**src/rtl/fss_pkg.sv**
```systemverilog
// Package: field positions and widths shared by the flash status register.
// Assumes a 16-bit register word; positions are fixed because software
// decodes them.
package fss_pkg;
    localparam int REG_W      = 16;
    localparam int N_STICKY   = 3;   // done, cycle error, access-error log
    localparam int POS_LOCK   = 15;
    localparam int POS_DESC   = 14;
    localparam int POS_STRAP  = 13;
    localparam int POS_BUSY   = 5;
    localparam int POS_ERASE  = 3;
    localparam int ERASE_W    = 2;
    localparam int POS_AEL    = 2;
    localparam int POS_CERR   = 1;
    localparam int POS_DONE   = 0;
endpackage

```
**src/rtl/fss_sticky.sv**
```systemverilog
// Module: vector of sticky flags, each set by hardware, cleared by write-one.
// Assumes set and clear are single-cycle qualified strobes; set wins over
// clear when both hit one flag in the same cycle.
module fss_sticky #(
    parameter int N = 3
) (
    input  logic         clk,
    input  logic         rst_n,
    input  logic [N-1:0] set_i,
    input  logic [N-1:0] clr_i,
    output logic [N-1:0] q_o
);
    logic [N-1:0] q_r;

    genvar g;
    generate
        for (g = 0; g < N; g++) begin : g_flag
            // Hold one flag: reset to 0, set has priority over clear.
            always_ff @(posedge clk) begin
                if (!rst_n)          q_r[g] <= 1'b0;
                else if (set_i[g])   q_r[g] <= 1'b1;
                else if (clr_i[g])   q_r[g] <= 1'b0;
            end
        end
    endgenerate

    assign q_o = q_r;
endmodule

```
**src/rtl/fss_lock.sv**
```systemverilog
// Module: set-once lock flag.
// Assumes only the synchronous reset may clear it; the set strobe is already
// qualified by address and write data.
module fss_lock (
    input  logic clk,
    input  logic rst_n,
    input  logic set_i,
    output logic lock_o
);
    logic lock_r;

    // Latch the lock on request; nothing but reset releases it.
    always_ff @(posedge clk) begin
        if (!rst_n)     lock_r <= 1'b0;
        else if (set_i) lock_r <= 1'b1;
    end

    assign lock_o = lock_r;
endmodule

```
**src/rtl/fss_cycle_track.sv**
```systemverilog
// Module: accepts or rejects go requests and tracks the busy state.
// Assumes go, done and register-write inputs are single-cycle pulses and
// that err_i is the current registered cycle-error flag.
module fss_cycle_track (
    input  logic clk,
    input  logic rst_n,
    input  logic go_i,
    input  logic desc_ok_i,
    input  logic err_i,
    input  logic reg_wr_i,
    input  logic done_i,
    output logic start_o,
    output logic busy_o,
    output logic err_set_o
);
    logic busy_r;

    // Decide acceptance of a go request and the error it may raise.
    always_comb begin
        start_o   = go_i && desc_ok_i && !err_i && !busy_r;
        err_set_o = (go_i && !start_o) || (reg_wr_i && busy_r);
    end

    // Busy rises on an accepted start and falls on cycle completion.
    always_ff @(posedge clk) begin
        if (!rst_n)       busy_r <= 1'b0;
        else if (start_o) busy_r <= 1'b1;
        else if (done_i)  busy_r <= 1'b0;
    end

    assign busy_o = busy_r;
endmodule

```
**src/rtl/flash_seq_status.sv**
```systemverilog
// Module: 16-bit status register of a hardware-sequenced SPI flash
// controller. Decodes one bus offset, combines sticky flags, the lock, the
// busy tracker and live status inputs into the read word.
// Assumes a single-cycle write strobe and combinational read data.
module flash_seq_status
    import fss_pkg::*;
#(
    parameter int                ADDR_W     = 8,
    parameter logic [ADDR_W-1:0] REG_OFFSET = 'h04
) (
    input  logic                  clk,
    input  logic                  rst_n,
    input  logic [ADDR_W-1:0]     bus_addr,
    input  logic                  bus_wr,
    input  logic [REG_W-1:0]      bus_wdata,
    output logic [REG_W-1:0]      bus_rdata,
    input  logic                  go_req,
    input  logic                  cyc_done,
    input  logic                  desc_ok,
    input  logic                  ovr_strap,
    input  logic [ERASE_W-1:0]    erase_sz,
    input  logic                  prot_viol,
    input  logic                  dir_viol,
    input  logic                  cyc_reg_wr,
    output logic                  cyc_start,
    output logic                  busy,
    output logic                  lock
);
    logic                sel;
    logic                wr_hit;
    logic [N_STICKY-1:0] sticky_set;
    logic [N_STICKY-1:0] sticky_clr;
    logic [N_STICKY-1:0] sticky_q;
    logic                trk_err_set;
    logic                done_q;
    logic                cerr_q;
    logic                ael_q;
    logic                unused_wdata;

    // Decode the register offset and qualify writes.
    always_comb begin
        sel    = (bus_addr == REG_OFFSET);
        wr_hit = bus_wr && sel;
    end

    assign unused_wdata = ^bus_wdata[POS_LOCK-1:POS_AEL+1];

    // Route hardware set events and software clears to the sticky flags.
    always_comb begin
        sticky_set           = '0;
        sticky_set[POS_DONE] = cyc_done;
        sticky_set[POS_CERR] = prot_viol || trk_err_set;
        sticky_set[POS_AEL]  = dir_viol;
        sticky_clr           = wr_hit ? bus_wdata[N_STICKY-1:0] : '0;
    end

    fss_sticky #(.N(N_STICKY)) i_sticky (
        .clk   (clk),
        .rst_n (rst_n),
        .set_i (sticky_set),
        .clr_i (sticky_clr),
        .q_o   (sticky_q)
    );

    assign done_q = sticky_q[POS_DONE];
    assign cerr_q = sticky_q[POS_CERR];
    assign ael_q  = sticky_q[POS_AEL];

    fss_lock i_lock (
        .clk    (clk),
        .rst_n  (rst_n),
        .set_i  (wr_hit && bus_wdata[POS_LOCK]),
        .lock_o (lock)
    );

    fss_cycle_track i_track (
        .clk       (clk),
        .rst_n     (rst_n),
        .go_i      (go_req),
        .desc_ok_i (desc_ok),
        .err_i     (cerr_q),
        .reg_wr_i  (cyc_reg_wr),
        .done_i    (cyc_done),
        .start_o   (cyc_start),
        .busy_o    (busy),
        .err_set_o (trk_err_set)
    );

    // Assemble the read word; unselected reads return zero.
    always_comb begin
        bus_rdata = '0;
        if (sel) begin
            bus_rdata[POS_LOCK]                    = lock;
            bus_rdata[POS_DESC]                    = desc_ok;
            bus_rdata[POS_STRAP]                   = ovr_strap;
            bus_rdata[POS_BUSY]                    = busy;
            bus_rdata[POS_ERASE+ERASE_W-1:POS_ERASE] = erase_sz;
            bus_rdata[POS_AEL]                     = ael_q;
            bus_rdata[POS_CERR]                    = cerr_q;
            bus_rdata[POS_DONE]                    = done_q;
        end
    end
endmodule

```
**config.mk**
```make
export PLATFORM = sky130hd
export DESIGN_NAME = flash_seq_status
export DESIGN_NICKNAME = d
export VERILOG_FILES = /design/src/rtl/fss_pkg.sv /design/src/rtl/fss_sticky.sv /design/src/rtl/fss_lock.sv /design/src/rtl/fss_cycle_track.sv /design/src/rtl/flash_seq_status.sv
export SDC_FILE = /design/constraint.sdc
export NUM_CORES = 1
export LEC_CHECK = 0
export CORE_AREA = 2 2 39 41
export CTS_CLUSTER_DIAMETER = 60
export CTS_CLUSTER_SIZE = 30
export DETAILED_ROUTE_END_ITERATION = 12
export DIE_AREA = 0 0 41 43
export DONT_BUFFER_PORTS = 1
export PLACE_DENSITY = 0.55
export SLEW_MARGIN = 5
export SYNTH_ARGS = -nofsm -noshare
export SYNTH_HDL_FRONTEND = slang
export SYNTH_HIERARCHICAL = 1
export SYNTH_SLANG_ARGS = --single-unit
export TNS_END_PERCENT = 1
```
**constraint.sdc**
```tcl
create_clock -name clk -period 2.2 [get_ports clk]
set_input_delay 0.22 -clock clk [delete_from_list [all_inputs] [get_ports clk]]
set_output_delay 0.22 -clock clk [all_outputs]
set_load 0.005 [all_outputs]
```
==> results.toml <==
[setup_path]
worstSetupPathType = "input port to output port"
cp_top_family = "simple AND/OR/NAND/NOR gates"
crit_fanout = 13
critPathCaptureType = "output port"
cp_cell_sequence = "or4b_4 -> nor3_2"
cp-start-kind = "input port"
critPathRequiredTime_ps = 1980
cp_slowest_cell = "or4b_4"
crit_path_max_incr_delay_ps = 650
crit_arrival_ps = 1110
path_buf_inv = 0

[sta]
finalSetupTns_ps = 0
final.setup_skew_ps = 4.487
slew_violations = 0
finalCriticalPeriod_ps = 1329
fin_ws_ps = 870.8
final-setup-viol-count = 0
max_freq_ghz = 0.7523
rsz0062_at_grt = "false"
fin_crit_sh = 0.6042
hold_viol_final = 0

[final_layout]
final_util = 0.3571
drive_above_1_share = 0.3390
num_antenna_cells = 0
nets = 96
area_growth_pct = -1.741
stdcell_count = 75

[power]
p_per_area_nw_per_um2 = 482.7
intPower_uw = 181.3
switching_share = 0.2401
vdd.ir_drop.worst_mv = 0.2159
p_clk_frac = 0.438
power_switching_uw = 57.27
combPwrFrac = 0.144
pwr-share-seq = 0.417
total_leakage_power_uw = 0.0002007
power_uw = 238.6

[place]
hpwl_um = 713.5
pre_cts_ws_ps = 623.4
dp.cells = 71
port_buffers = 0
gp_congestion = 0.5902

[grt]
grtUsageTotal = 0.1197
grt_max_degree = 14
overflow = 0
grt_pass1_wl_um = 1435
grt_pass1_vias = 316
antenna_found_initial = 0

[die]
die_h_um = 43
core_area_um2 = 1384
die_area_um2 = 1763
rows = 14
die_w_um = 41
ioPinCount = 55
start_util = 0.3635

[drt]
drt-pass1-iter-count = 2
drtIter0Drc = 3
ant_nets = 0
routed_via_density = 4.680
vias = 351
wl_um = 882
drcViolationCount = 0
wl_per_cell_um = 11.76

[yosys]
synth.avg_cell_area_um2 = 8.672
yosys_warnings = 6
yosysSeqAreaShare = 0.1990
synth.cell_area_um2 = 503.0
yosysTopAreaCell = "dfxtp_1"
synth_top_area_share = 0.1990
yosys-top-cells-area = "dfxtp_1 20%, nor3_2 18%, buf_4 10%, nor2b_4 8.2%, inv_1 7.5%"
netlist_instances = 58
synth-seq-cells = 5
ys_types = 19

[clocking]
postCtsSetupBuffers = 0
cts_hold_buf = 0
cts_resized = 0
cts_buffers = 3
insertion_delay_ps = 240
cts_sinks = 5
cts.clk_slew.worst_paths_ps = 50
cts.path.max_buffers = 2
cts_tree = "yes"
cts-root-buf = "clkbuf_4"
htree_num_levels = 1

[status]
status = "complete, no violations"

[flow_run]
max_cap_viol_count = 0

[hold_path]
min_path_type = "input port to register"
-- synthesized netlist by cell type, drive strengths merged --
cell type  count
inv           10
o21a           5
dfxtp          5
buf            8
o21ai          2
and4bb         1
or4b           1
nor2b          4
nor3          13
or4            1
or2            1
and2b          1
clkbuf         1
nand2          4
conb           1
-- through the flow --
stage	instance area, um2	hold slack, ps
after detailed placement	467.9	341.8
after CTS	494.2	91.93
after global placement	467.9	338.3
final	494.2	96.90
after floorplan	525.5	337.5
after global routing	494.2	80.34
-- worst register-to-register path: stages (launching register included) --
cell     delay, ps
dfxtp_1        320
and2b_2        200
o21ai_0         70
or2_2          300
o21a_1         180
-- state kept, by name (all words and copies together), names as in the netlist --
name	flops
i_track/busy_o	1
i_lock/lock_o	1
i_sticky/q_o	3
-- cells in the final DEF (no fill, tap or decap) --
master / count
inv_1: 10
nor3_2: 9
conb_1: 7
o21a_1: 5
dfxtp_1: 5
nand2_1: 4
nor3_1: 3
clkbuf_4: 3
nor2b_4: 3
o21ai_0: 2
or4b_4: 1
or4_4: 1
nor3_4: 1
or2_2: 1
clkbuf_1: 1
and4bb_1: 1
and2b_2: 1
nor2b_1: 1
-- cell type report --
cell class                 instances  area, um2
fill                             164      889.6
sequential                         5      100.1
inverter                          10      37.54
tap                               16      20.02
clock buffer                       4      26.28
multi-input combinational         40      310.3
-- metal layers --
layer / global-route usage / routed length [um] / vias to the layer above
li1: - / - / 177
met1: 0.1489 / 363 / 152
met2: 0.1625 / 426 / 22
met3: 0.06283 / 92 / 0
met4: 0.06000 / 0 / 0
met5: 0 / 0 / -
-- kinds of logic after synthesis --
logic type             Yosys count  synth area share
AOI/OAI and AO/OA                7           0.09454
buffers and inverters           19            0.2289
DFF                              5            0.1990
other                            1          0.007456
and+or+nand+nor                 26            0.4702
-- path summary, 6_finish.rpt --
check             cells after the start                            to  slack, ps                          from
setup / recovery                      2                 bus_rdata[15]        870                   bus_addr[7]
hold / removal                        1  i_sticky/q_o[2]$_SDFFE_PN0P_        100                         rst_n
setup reg to reg                      4  i_sticky/q_o[1]$_SDFFE_PN0P_       1030  i_sticky/q_o[1]$_SDFFE_PN0P_
hold reg to reg                       1    i_lock/lock_o$_SDFFE_PN0P_        530    i_lock/lock_o$_SDFFE_PN0P_
-- power by group through the flow --
| stage | Sequential [uW] | Combinational [uW] | Clock [uW] |
|---|---|---|---|
| floorplan | 100 | 42.2 | 0 |
| global placement | 101 | 33.9 | 0 |
| detailed placement | 101 | 34.5 | 0 |
| CTS | 99.7 | 34.6 | 108 |
| global route | 100 | 39.9 | 120 |
| finish | 99.5 | 34.4 | 105 |
No activity file was read; power rests on OpenSTA's default activity.
